--- config.mk ---
export PLATFORM = sky130hd
export DESIGN_NAME = spd_disc
export DESIGN_NICKNAME = d
export VERILOG_FILES = /design/src/rtl/spd_disc_pkg.sv /design/src/rtl/spd_sync.sv /design/src/rtl/spd_ref_gen.sv /design/src/rtl/spd_period_ctr.sv /design/src/rtl/spd_disc.sv
export SDC_FILE = /design/constraint.sdc
export NUM_CORES = 1
export LEC_CHECK = 0
export ABC_AREA = 1
export BUFFER_PORTS_ARGS = -buffer_cell sky130_fd_sc_hd__clkbuf_2
export CAP_MARGIN = 20
export CORE_MARGIN = 5
export CORE_UTILIZATION = 35
export CTS_CLUSTER_DIAMETER = 150
export CTS_CLUSTER_SIZE = 16
export DETAILED_ROUTE_END_ITERATION = 8
export HOLD_SLACK_MARGIN = 0.08
export PLACE_DENSITY = 0.47
export RECOVER_POWER = 25
export SLEW_MARGIN = 0
export SYNTH_ARGS = -nofsm -noshare
export SYNTH_HDL_FRONTEND = slang
export SYNTH_HIERARCHICAL = 1
export SYNTH_SLANG_ARGS = --single-unit
--- constraint.sdc ---
create_clock -name clk -period 10.51 [get_ports clk]
set_clock_uncertainty 0.15 [all_clocks]
set_input_delay 1.5765 -clock clk [delete_from_list [all_inputs] [get_ports clk]]
set_output_delay 1.5765 -clock clk [all_outputs]
set_load 0.01 [all_outputs]
--- src/rtl/spd_disc_pkg.sv ---
package spd_disc_pkg;

    // Measurement sequencer states
    typedef enum logic [1:0] {
        ST_WAIT   = 2'd0,
        ST_FIRST  = 2'd1,
        ST_SECOND = 2'd2
    } disc_state_e;

endpackage

--- src/rtl/spd_sync.sv ---
// Multi-stage synchronizer for asynchronous level inputs.
module spd_sync #(
    parameter int W      = 1,
    parameter int STAGES = 2
) (
    input  logic         clk,
    input  logic         rst_n,
    input  logic [W-1:0] d,
    output logic [W-1:0] q
);
    logic [STAGES-1:0][W-1:0] stg;

    always_ff @(posedge clk or negedge rst_n) begin
        if (!rst_n) begin
            stg <= '0;
        end else begin
            stg[0] <= d;
            for (int i = 1; i < STAGES; i++) begin
                stg[i] <= stg[i-1];
            end
        end
    end

    assign q = stg[STAGES-1];
endmodule

--- src/rtl/spd_ref_gen.sv ---
// Mode decode and fractional reference tick: tick rate = clk * div / 2^REF_LOG2.
module spd_ref_gen #(
    parameter int REF_LOG2 = 10,
    parameter int CNT_W    = 12,
    parameter int CNT_HH   = 1024,
    parameter int DIV_HH   = 1024,
    parameter int CNT_HL   = 1024,
    parameter int DIV_HL   = 512,
    parameter int CNT_LH   = 256,
    parameter int DIV_LH   = 256,
    parameter int CNT_LL   = 512,
    parameter int DIV_LL   = 512
) (
    input  logic             clk,
    input  logic             rst_n,
    input  logic [1:0]       sel,
    output logic             tick,
    output logic [CNT_W-1:0] target
);
    localparam int ACC_W = REF_LOG2 + 1;

    logic [REF_LOG2-1:0] acc;
    logic [ACC_W-1:0]    div;
    logic [ACC_W-1:0]    sum;

    always_comb begin
        unique case (sel)
            2'b11: begin div = ACC_W'(DIV_HH); target = CNT_W'(CNT_HH); end
            2'b10: begin div = ACC_W'(DIV_HL); target = CNT_W'(CNT_HL); end
            2'b01: begin div = ACC_W'(DIV_LH); target = CNT_W'(CNT_LH); end
            default: begin div = ACC_W'(DIV_LL); target = CNT_W'(CNT_LL); end
        endcase
    end

    assign sum  = {1'b0, acc} + div;
    assign tick = sum[REF_LOG2];

    always_ff @(posedge clk or negedge rst_n) begin
        if (!rst_n) begin
            acc <= '0;
        end else begin
            acc <= sum[REF_LOG2-1:0];
        end
    end
endmodule

--- src/rtl/spd_period_ctr.sv ---
// Counts reference ticks since the last boundary, saturating at sat_lim.
module spd_period_ctr #(
    parameter int CNT_W = 12
) (
    input  logic             clk,
    input  logic             rst_n,
    input  logic             clear,
    input  logic             restart,
    input  logic             tick,
    input  logic [CNT_W-1:0] sat_lim,
    output logic [CNT_W-1:0] meas,
    output logic             at_sat
);
    logic [CNT_W-1:0] cnt;
    logic [CNT_W:0]   inc;

    // meas includes a tick landing in the boundary cycle itself
    assign inc    = {1'b0, cnt} + (CNT_W+1)'(tick);
    assign meas   = (inc >= {1'b0, sat_lim}) ? sat_lim : inc[CNT_W-1:0];
    assign at_sat = (cnt >= sat_lim);

    always_ff @(posedge clk or negedge rst_n) begin
        if (!rst_n) begin
            cnt <= '0;
        end else if (clear || restart) begin
            cnt <= '0;
        end else begin
            cnt <= meas;
        end
    end
endmodule

--- src/rtl/spd_disc.sv ---
module spd_disc
    import spd_disc_pkg::*;
#(
    parameter int REF_LOG2   = 10,
    parameter int ERR_W      = 12,
    parameter int LOCK_SHIFT = 4,
    parameter int SYNC_STG   = 2,
    parameter int CNT_HH     = 1024,
    parameter int DIV_HH     = 1024,
    parameter int CNT_HL     = 1024,
    parameter int DIV_HL     = 512,
    parameter int CNT_LH     = 256,
    parameter int DIV_LH     = 256,
    parameter int CNT_LL     = 512,
    parameter int DIV_LL     = 512
) (
    input  logic                    clk,
    input  logic                    rst_n,
    input  logic                    fg_in,
    input  logic                    mode_a,
    input  logic                    mode_b,
    output logic signed [ERR_W-1:0] spd_err,
    output logic                    spd_err_vld,
    output logic                    lock_n
);
    // Counter must hold twice the largest target count
    localparam int CNT_W   = REF_LOG2 + 2;
    localparam int ERR_MAX = (2 ** (ERR_W - 1)) - 1;
    localparam int ERR_MIN = -(2 ** (ERR_W - 1));

    logic             fg_s, fg_d, fg_rise;
    logic [1:0]       mode_s, mode_q;
    logic             mode_chg;
    logic             tick;
    logic [CNT_W-1:0] target, sat_lim, meas;
    logic             at_sat;
    disc_state_e      state_q, state_d;
    logic             emit;
    int               diff_i, mag_i, clamp_i;
    logic             sat_hit, in_win;
    logic [ERR_W-1:0] err_val;

    // ---------------- input conditioning ----------------
    spd_sync #(.W(1), .STAGES(SYNC_STG)) u_fg_sync (
        .clk(clk), .rst_n(rst_n), .d(fg_in), .q(fg_s)
    );

    spd_sync #(.W(2), .STAGES(SYNC_STG)) u_mode_sync (
        .clk(clk), .rst_n(rst_n), .d({mode_a, mode_b}), .q(mode_s)
    );

    always_ff @(posedge clk or negedge rst_n) begin
        if (!rst_n) begin
            fg_d   <= 1'b0;
            mode_q <= 2'b00;
        end else begin
            fg_d   <= fg_s;
            mode_q <= mode_s;
        end
    end

    assign fg_rise  = fg_s & ~fg_d;
    assign mode_chg = (mode_s != mode_q);

    // ---------------- reference and counter ----------------
    spd_ref_gen #(
        .REF_LOG2(REF_LOG2), .CNT_W(CNT_W),
        .CNT_HH(CNT_HH), .DIV_HH(DIV_HH), .CNT_HL(CNT_HL), .DIV_HL(DIV_HL),
        .CNT_LH(CNT_LH), .DIV_LH(DIV_LH), .CNT_LL(CNT_LL), .DIV_LL(DIV_LL)
    ) u_ref (
        .clk(clk), .rst_n(rst_n), .sel(mode_q), .tick(tick), .target(target)
    );

    assign sat_lim = target << 1;

    spd_period_ctr #(.CNT_W(CNT_W)) u_ctr (
        .clk     (clk),
        .rst_n   (rst_n),
        .clear   (state_q == ST_WAIT || mode_chg),
        .restart (fg_rise),
        .tick    (tick),
        .sat_lim (sat_lim),
        .meas    (meas),
        .at_sat  (at_sat)
    );

    // ---------------- state register ----------------
    always_ff @(posedge clk or negedge rst_n) begin
        if (!rst_n) begin
            state_q <= ST_WAIT;
        end else begin
            state_q <= state_d;
        end
    end

    // ---------------- next state ----------------
    always_comb begin
        state_d = state_q;
        if (mode_chg) begin
            state_d = ST_WAIT;
        end else begin
            unique case (state_q)
                ST_WAIT:   if (fg_rise) state_d = ST_FIRST;
                ST_FIRST:  if (fg_rise) state_d = ST_SECOND;
                ST_SECOND: if (fg_rise) state_d = ST_FIRST;
                default:   state_d = ST_WAIT;
            endcase
        end
    end

    assign emit = (state_q == ST_SECOND) && fg_rise && !mode_chg;

    // ---------------- error arithmetic ----------------
    always_comb begin
        diff_i  = int'(meas) - int'(target);
        mag_i   = (diff_i < 0) ? -diff_i : diff_i;
        sat_hit = (meas >= sat_lim);
        in_win  = !sat_hit && (mag_i <= int'(target >> LOCK_SHIFT));
        if (sat_hit)               clamp_i = ERR_MAX;
        else if (diff_i > ERR_MAX) clamp_i = ERR_MAX;
        else if (diff_i < ERR_MIN) clamp_i = ERR_MIN;
        else                       clamp_i = diff_i;
        err_val = ERR_W'(clamp_i);
    end

    // ---------------- outputs ----------------
    always_ff @(posedge clk or negedge rst_n) begin
        if (!rst_n) begin
            spd_err     <= '0;
            spd_err_vld <= 1'b0;
            lock_n      <= 1'b1;
        end else begin
            spd_err_vld <= emit;
            if (emit) begin
                spd_err <= err_val;
                lock_n  <= !in_win;
            end else if (state_q == ST_WAIT || mode_chg || at_sat) begin
                lock_n  <= 1'b1;
            end
        end
    end
endmodule

==> Word-level counts from Yosys, hierarchy flattened <==
Index checks and enable logic that the tools add are counted.
{ "op_classes": {"add_sub_neg": 4, "n_lt_le_gt_ge": 7, "n_eq_ne": 8, "n_mux": 14, "bitwise_logic": 2, "n_reduce_logical": 14} }
{ "ops": {"columns": ["cell", "count"], "rows": [
  ["$mux 12", 5],
  ["$pmux 11 s2", 2],
  ["$le 32x9->1", 1],
  ["$mux 32", 1],
  ["$neg 13->32", 1],
  ["$ge 12x12->1", 2],
  ["$add 12x1->13", 1],
  ["$ge 13x12->1", 1],
  ["$gt 13x12->1 const B", 1],
  ["$lt 13x1->1 const B", 1],
  ["$lt 13x12->1 const B", 1],
  ["$sub 12x11->13", 1],
  ["$add 10x11->11", 1],
  ["$eq 2x2->1 const B", 3],
  ["$mux 2", 3],
  ["$eq 2x1->1 const B", 2],
  ["$pmux 2 s2", 1],
  ["$reduce_or 2->1", 2],
  ["$logic_and 1x1->1", 3],
  ["$logic_not 1->1", 3],
  ["$logic_or 1x1->1", 3],
  ["$ne 3x1->1 const B", 1],
  ["$ne 3x3->1 const B", 1],
  ["$logic_not 2->1", 1],
  ["6 further kinds", 7]
]} }
{ "totals": {"register_bits": 47, "inputBits": 5, "out_inout_bits": 14, "elab_cells": 61} }

==> Depth between registers and ports, before layout <==
{ "logic_depth": {"word_depth": 13, "ltp_mapped": 50, "mapped_depth_nobuf": 49} }

==> Cells and area by module <==
The synthesis kept the hierarchy.
{ "modules_own_cells": {"columns": ["mod", "n_inst", "cells_per_inst", "area_per_inst_um2", "seq_area_each_um2"], "rows": [
  ["spd_disc", 1, 416, 2588.7, 476.7],
  ["spd_period_ctr", 1, 256, 1820.5, 300.3],
  ["spd_ref_gen", 1, 24, 192.7, 50.0],
  ["spd_sync (u_mode_sync)", 1, 6, 115.1, 100.1],
  ["spd_sync (u_fg_sync)", 1, 2, 50.0, 50.0]
]} }

==> Worst setup path before layout <==
Ideal clock, no wire load.
{ "synth_path": {"path_type": "register to register", "start": "register mode_q[0]", "end": "register lock_n", "setup_ns": 0.073, "arrival_time_ns": 5.776, "required_ns": 10.287, "path_slack_ns": 4.512, "path_stages_with_launch": 49, "path_buffers": 3, "period_less_slack_ns": 5.998, "path_cell_list": "dfrtp_1 -> inv_1 -> nor2_1 -> ha_1 -> fa_1 -> inv_1 -> nand3_1 -> nand2_1 -> ha_1 -> ha_1 -> nand2_2 -> nor2_4 -> xor2_1 -> inv_1 -> ha_1 -> nand2_1 -> nor2_1 -> nand2_1 -> [13 not listed] -> nand2_1 -> nand2_4 -> inv_2 -> buf_4 -> nand2_1 -> xor2_1 -> inv_1 -> ha_1 -> nand2_1 -> nor2_1 -> nand3_1 -> nor2_1 -> o21a_1 -> nand3_1 -> nor2_1 -> nand3_1 -> nand2_1 -> inv_1"} }
{ "synth_between": {"elab_chain_len": 13, "elab_cells_between_ends": 27, "classes_between": "add/sub (4); order compare (5); eq/ne (4); mux (5); reduce/logical (9)"} }
{ "synth_lines": {"columns": ["item", "line", "rtl"], "rows": [
  ["from (decl)", "spd_disc.sv:32", "logic [1:0] mode_s, mode_q;"],
  ["from (signal assigned)", "spd_disc.sv:58", "mode_q <= mode_s;"],
  ["$eq 2x1->1 or $eq 2x2->1 (tied branches)", "spd_ref_gen.sv:27", "unique case (sel)"],
  ["$pmux 11 s2 *", "spd_ref_gen.sv:27", null],
  ["$add 10x11->11 *", "spd_ref_gen.sv:35", "assign sum = {1'b0, acc} + div;"],
  ["net tick", "spd_disc.sv:34", "logic tick;"],
  ["$add 12x1->13 *", "spd_period_ctr.sv:18", "assign inc = {1'b0, cnt} + (CNT_W+1)'(tick);"],
  ["$ge 13x12->1", "spd_period_ctr.sv:19", "assign meas = (inc >= {1'b0, sat_lim}) ? sat_lim : inc[CNT_W-1:0];"],
  ["$mux 12 *", "spd_period_ctr.sv:19", null],
  ["net meas[2]", "spd_disc.sv:35", "logic [CNT_W-1:0] target, sat_lim, meas;"],
  ["$sub 12x11->13", "spd_disc.sv:115", "diff_i = int'(meas) - int'(target);"],
  ["$neg 13->32 or $lt 13x1->1 (tied branches)", "spd_disc.sv:116", "mag_i = (diff_i < 0) ? -diff_i : diff_i;"],
  ["$mux 32", "spd_disc.sv:116", null],
  ["$le 32x9->1", "spd_disc.sv:118", "in_win = !sat_hit && (mag_i <= int'(target >> LOCK_SHIFT));"],
  ["$logic_and 1x1->1 *", "spd_disc.sv:118", null],
  ["$logic_not 1->1 *", "spd_disc.sv:136", "lock_n <= !in_win;"],
  ["$mux 1 *", "spd_disc.sv:134", "if (emit) begin"],
  ["to (signal assigned)", "spd_disc.sv:136", null],
  ["to (decl)", "spd_disc.sv:24", "output logic lock_n"]
]} }
The timed path passes the listed nets; every way through them passes the cells marked *.
A chain may end at the register's enable or synchronous reset.

==> Worst setup path after layout <==
Ends and elaborated chain as after synthesis.

==> metrics.md <==
| Metric | Value |
|---|---|
| Outcome | `finished, violations left` |
| Failing checks | `max-capacitance violations, max-slew violations` |
| DR pass1 iterations | `5` |
| Clock H-tree levels | `2` |
| Min-Delay Path Class | `flop to flop` |
| Synthesis-stage register bit count | `39` |
| DIE WIDTH | `127 um` |
| Syn Inst Count | `704` |
| Post-synth ARST share | `1.00` |
| Setup crit end | `lock_n` |
| Resized cells post-CTS | `0` |
| ANT nets after route | `0` |
| XOR/XNOR Fraction of Synth Area | `0.0202` |
| Cell variety after synth | `41` |
| Vias in the first global route | `4107` |
| Max-Cap Viols | `1` |
| CTS clk-pin slew, worst paths | `0.06 ns` |
| CTS max path bufs | `2` |
| Critical path class | `flop to flop` |
| GPL Wtd Cong | `0.912` |
| Crit. Startpoint | `mode_q[0]` |
| Slowest CP cell | `dfrtp_1` |
| TritonCTS buffer count | `5` |
| IO Count | `19` |
| Total grt overflow | `0` |
| CORE AREA | `13300 sq um` |
| Syn_area_per_cell | `6.77 sq um` |
| R2R Setup Slk | `3.50 ns` |
| Mapped cell area | `4770 sq um` |
| EDFF count, synth | `0` |
| Pin count of the biggest net entering global routing | `40` |
| Final worst-path cycle share | `0.667` |
| TNS Setup | `0 ns` |
| Pwr Total | `481 uW` |
| Port Buf Inserts | `18` |
| Clk sinks | `39` |
| Worst-Margin Slew | `1.90 ns` |
| Crit path launch type | `flop` |
| Rel. slew slack | `-0.268` |
| Finish-stage setup viols | `0` |
| CTS tree | `done` |
| First-pass GRT wire length | `20500 um` |
| Initial antenna violation count | `0` |
| Via count | `4207` |
| Die area | `16100 sq um` |
| Worst vdd ir | `77.6 uV` |
| Worst path max stage delay | `0.42 ns` |
| Sequential area share after synthesis | `0.205` |
| CP Max Fanout | `13` |
| Final hold vios | `0` |
| Row cnt | `42` |
| Initial Util | `0.359` |
| Antenna fix cells | `0` |
| Area grow syn2layout | `6.82%` |
| Slew Viols, Final | `36` |
| Yosys warning total | `6` |
| Layout cell share with drive strength beyond 1 | `0.141` |
| HPWL reported at the end of detailed placement | `10300 um` |
| Main synth FF type | `dfrtp_1` |
| Die height | `127 um` |
| Max frequency | `0.143 GHz` |
| CTS hold repair buffers | `0` |
| Static leakage | `0.00292 uW` |
| Clk_lat worst skew | `0.29 ns` |
| Nets | `783` |
| Largest family of logic cells by synthesized area | `simple AND/OR/NAND/NOR gates` |
| Worst reg2reg path endpoint | `lock_n` |
| Reg2reg start | `mode_q[0]` |
| CP arrival | `7.08 ns` |
| WL/cell | `13.5 um` |
| RSZ-0062 raised after global routing | `no` |
| Setup Fix Bufs, Post-CTS | `0` |
| Critical Path RT | `10.58 ns` |
| Average vias per placed instance | `4.71` |
| GRT Overall Usage | `0.156` |
| Initial DRC count | `200` |
| Worst reg2reg path depth | `45` |
| Power density over cell area | `94.5 nW/um^2` |
| Adder-cell share of the synthesized area | `0.166` |
| Root buffer cell | `clkbuf_16` |
| Worst Setup End Kind | `flop` |
| Post-synthesis mux area share | `0` |
| Most used cell, CP | `nand2_1` |
| DRC | `0` |
| Compound-Gate Fraction of Synth Area | `0.0677` |
| Final min period | `7.01 ns` |
| Final wirelength | `12100 um` |
| Area share of and/or/nand/nor cells after synthesis | `0.386` |
## area by class of cell
cell class                 count  area [sq um]
clock inverter                 3          47.5
sequential                    39           977
multi-input combinational    508          3090
inverter                     143           537
tap                          176           220
clock buffer                   5           125
fill                        1409          8200
timing repair buffer          19          92.6
## synth_stat cells, types with 5 or more instances
cell	instances	area share
a21oi_1	31	0.033
buf_4	12	0.019
buf_6	5	0.012
dfrtp_1	38	0.20
ha_1	60	0.16
inv_1	135	0.11
inv_2	8	0.0063
nand2_1	160	0.13
nand2_2	28	0.037
nand2_4	12	0.028
nand3_1	59	0.062
nand4_1	15	0.020
nand4_2	10	0.026
nor2_1	60	0.047
o21ai_0	8	0.0084
o21ai_1	9	0.0094
xor2_1	9	0.017
## flip-flops by register name (all words and copies together), names as in the netlist, 2 cells and up
| register | count |
|---|---|
| u_mode_sync/q | 2 |
| u_ref/acc | 2 |
| u_mode_sync/stg | 2 |
| mode_q | 2 |
| state_q | 2 |
| u_ctr/cnt | 12 |
| spd_err | 12 |
## critical path, delay by kind of cell, from the launching register on
kind	cells	cell delay [ns]
simple gates	28	3.24
fa+ha+maj	7	2.17
buf+inv	7	0.45
flops	1	0.42
xor+xnor	2	0.37
compound gates	1	0.13
## per-stage QoR
stage	worst slack, ns	util	area, sq um	hold slack (ns)	instances
global placement	3.54	0.370	4920	0.188	884
finish	3.50	0.383	5090	0.202	893
CTS	3.42	0.383	5090	0.207	892
floorplan	4.51	-	4800	0.181	714
global route	2.60	0.383	5090	0.224	893
detailed placement	3.44	0.370	4920	0.191	884
## worst min-delay path by stage
stage / slack, ns / from / depth (start not counted) / end
2_1_floorplan: 0.18 / u_fg_sync/stg[0] / 0 / u_fg_sync/q
6_report: 0.20 / u_mode_sync/stg[1] / 0 / u_mode_sync/q[1]
3_5_place_dp: 0.19 / u_mode_sync/stg[1] / 0 / u_mode_sync/q[1]
4_1_cts: 0.21 / u_mode_sync/stg[1] / 0 / u_mode_sync/q[1]
3_3_place_gp: 0.19 / u_fg_sync/stg[0] / 0 / u_fg_sync/q
5_1_grt: 0.22 / u_fg_sync/stg[0] / 0 / u_fg_sync/q
## placed cells by master (no fill, tap or decap), drive strengths merged
| cell type | instances |
|---|---|
| nand2 | 200 |
| inv | 144 |
| nor2 | 67 |
| nand3 | 62 |
| ha | 60 |
| dfrtp | 38 |
| a21oi | 33 |
| nand4 | 26 |
| clkbuf | 24 |
| o21ai | 17 |
| conb | 12 |
| xor2 | 9 |
| nor3 | 7 |
| o31ai | 3 |
| xnor2 | 2 |
| a31oi | 2 |
| a211oi | 2 |
| fa | 2 |
| o21bai | 1 |
| nor3b | 1 |
| o21a | 1 |
| bufinv | 1 |
| clkinv | 1 |
| dfstp | 1 |
| or2 | 1 |
## per-layer routing
layer  wire length, um  vias up  track usage
li1                  -     2216            -
met1              5920     1917        0.213
met2              5660       63        0.264
met3               390       11       0.0227
met4               123        0       0.0309
met5                 0        -            0
## report_power, final
group | internal, uW | leakage (uW) | switching [uW] | total, uW
clock | 113 | 0.0000844 | 65.7 | 179
sequential | 161 | 0.000499 | 6.07 | 167
combinational | 47.0 | 0.00234 | 88.2 | 135
total | 321 | 0.00292 | 160 | 481
## cell families (layout without fill, tap and decap cells)
kind of cell	Yosys count	in the layout
AND/OR/NAND/NOR	364	364
buffers and inverters	167	170
adder cells (fa/ha/maj)	62	62
AO/OA/AOI/OAI	59	59
flip-flops	39	39
XOR/XNOR	11	11
other	2	12
No activity file was read; power rests on OpenSTA's default activity.
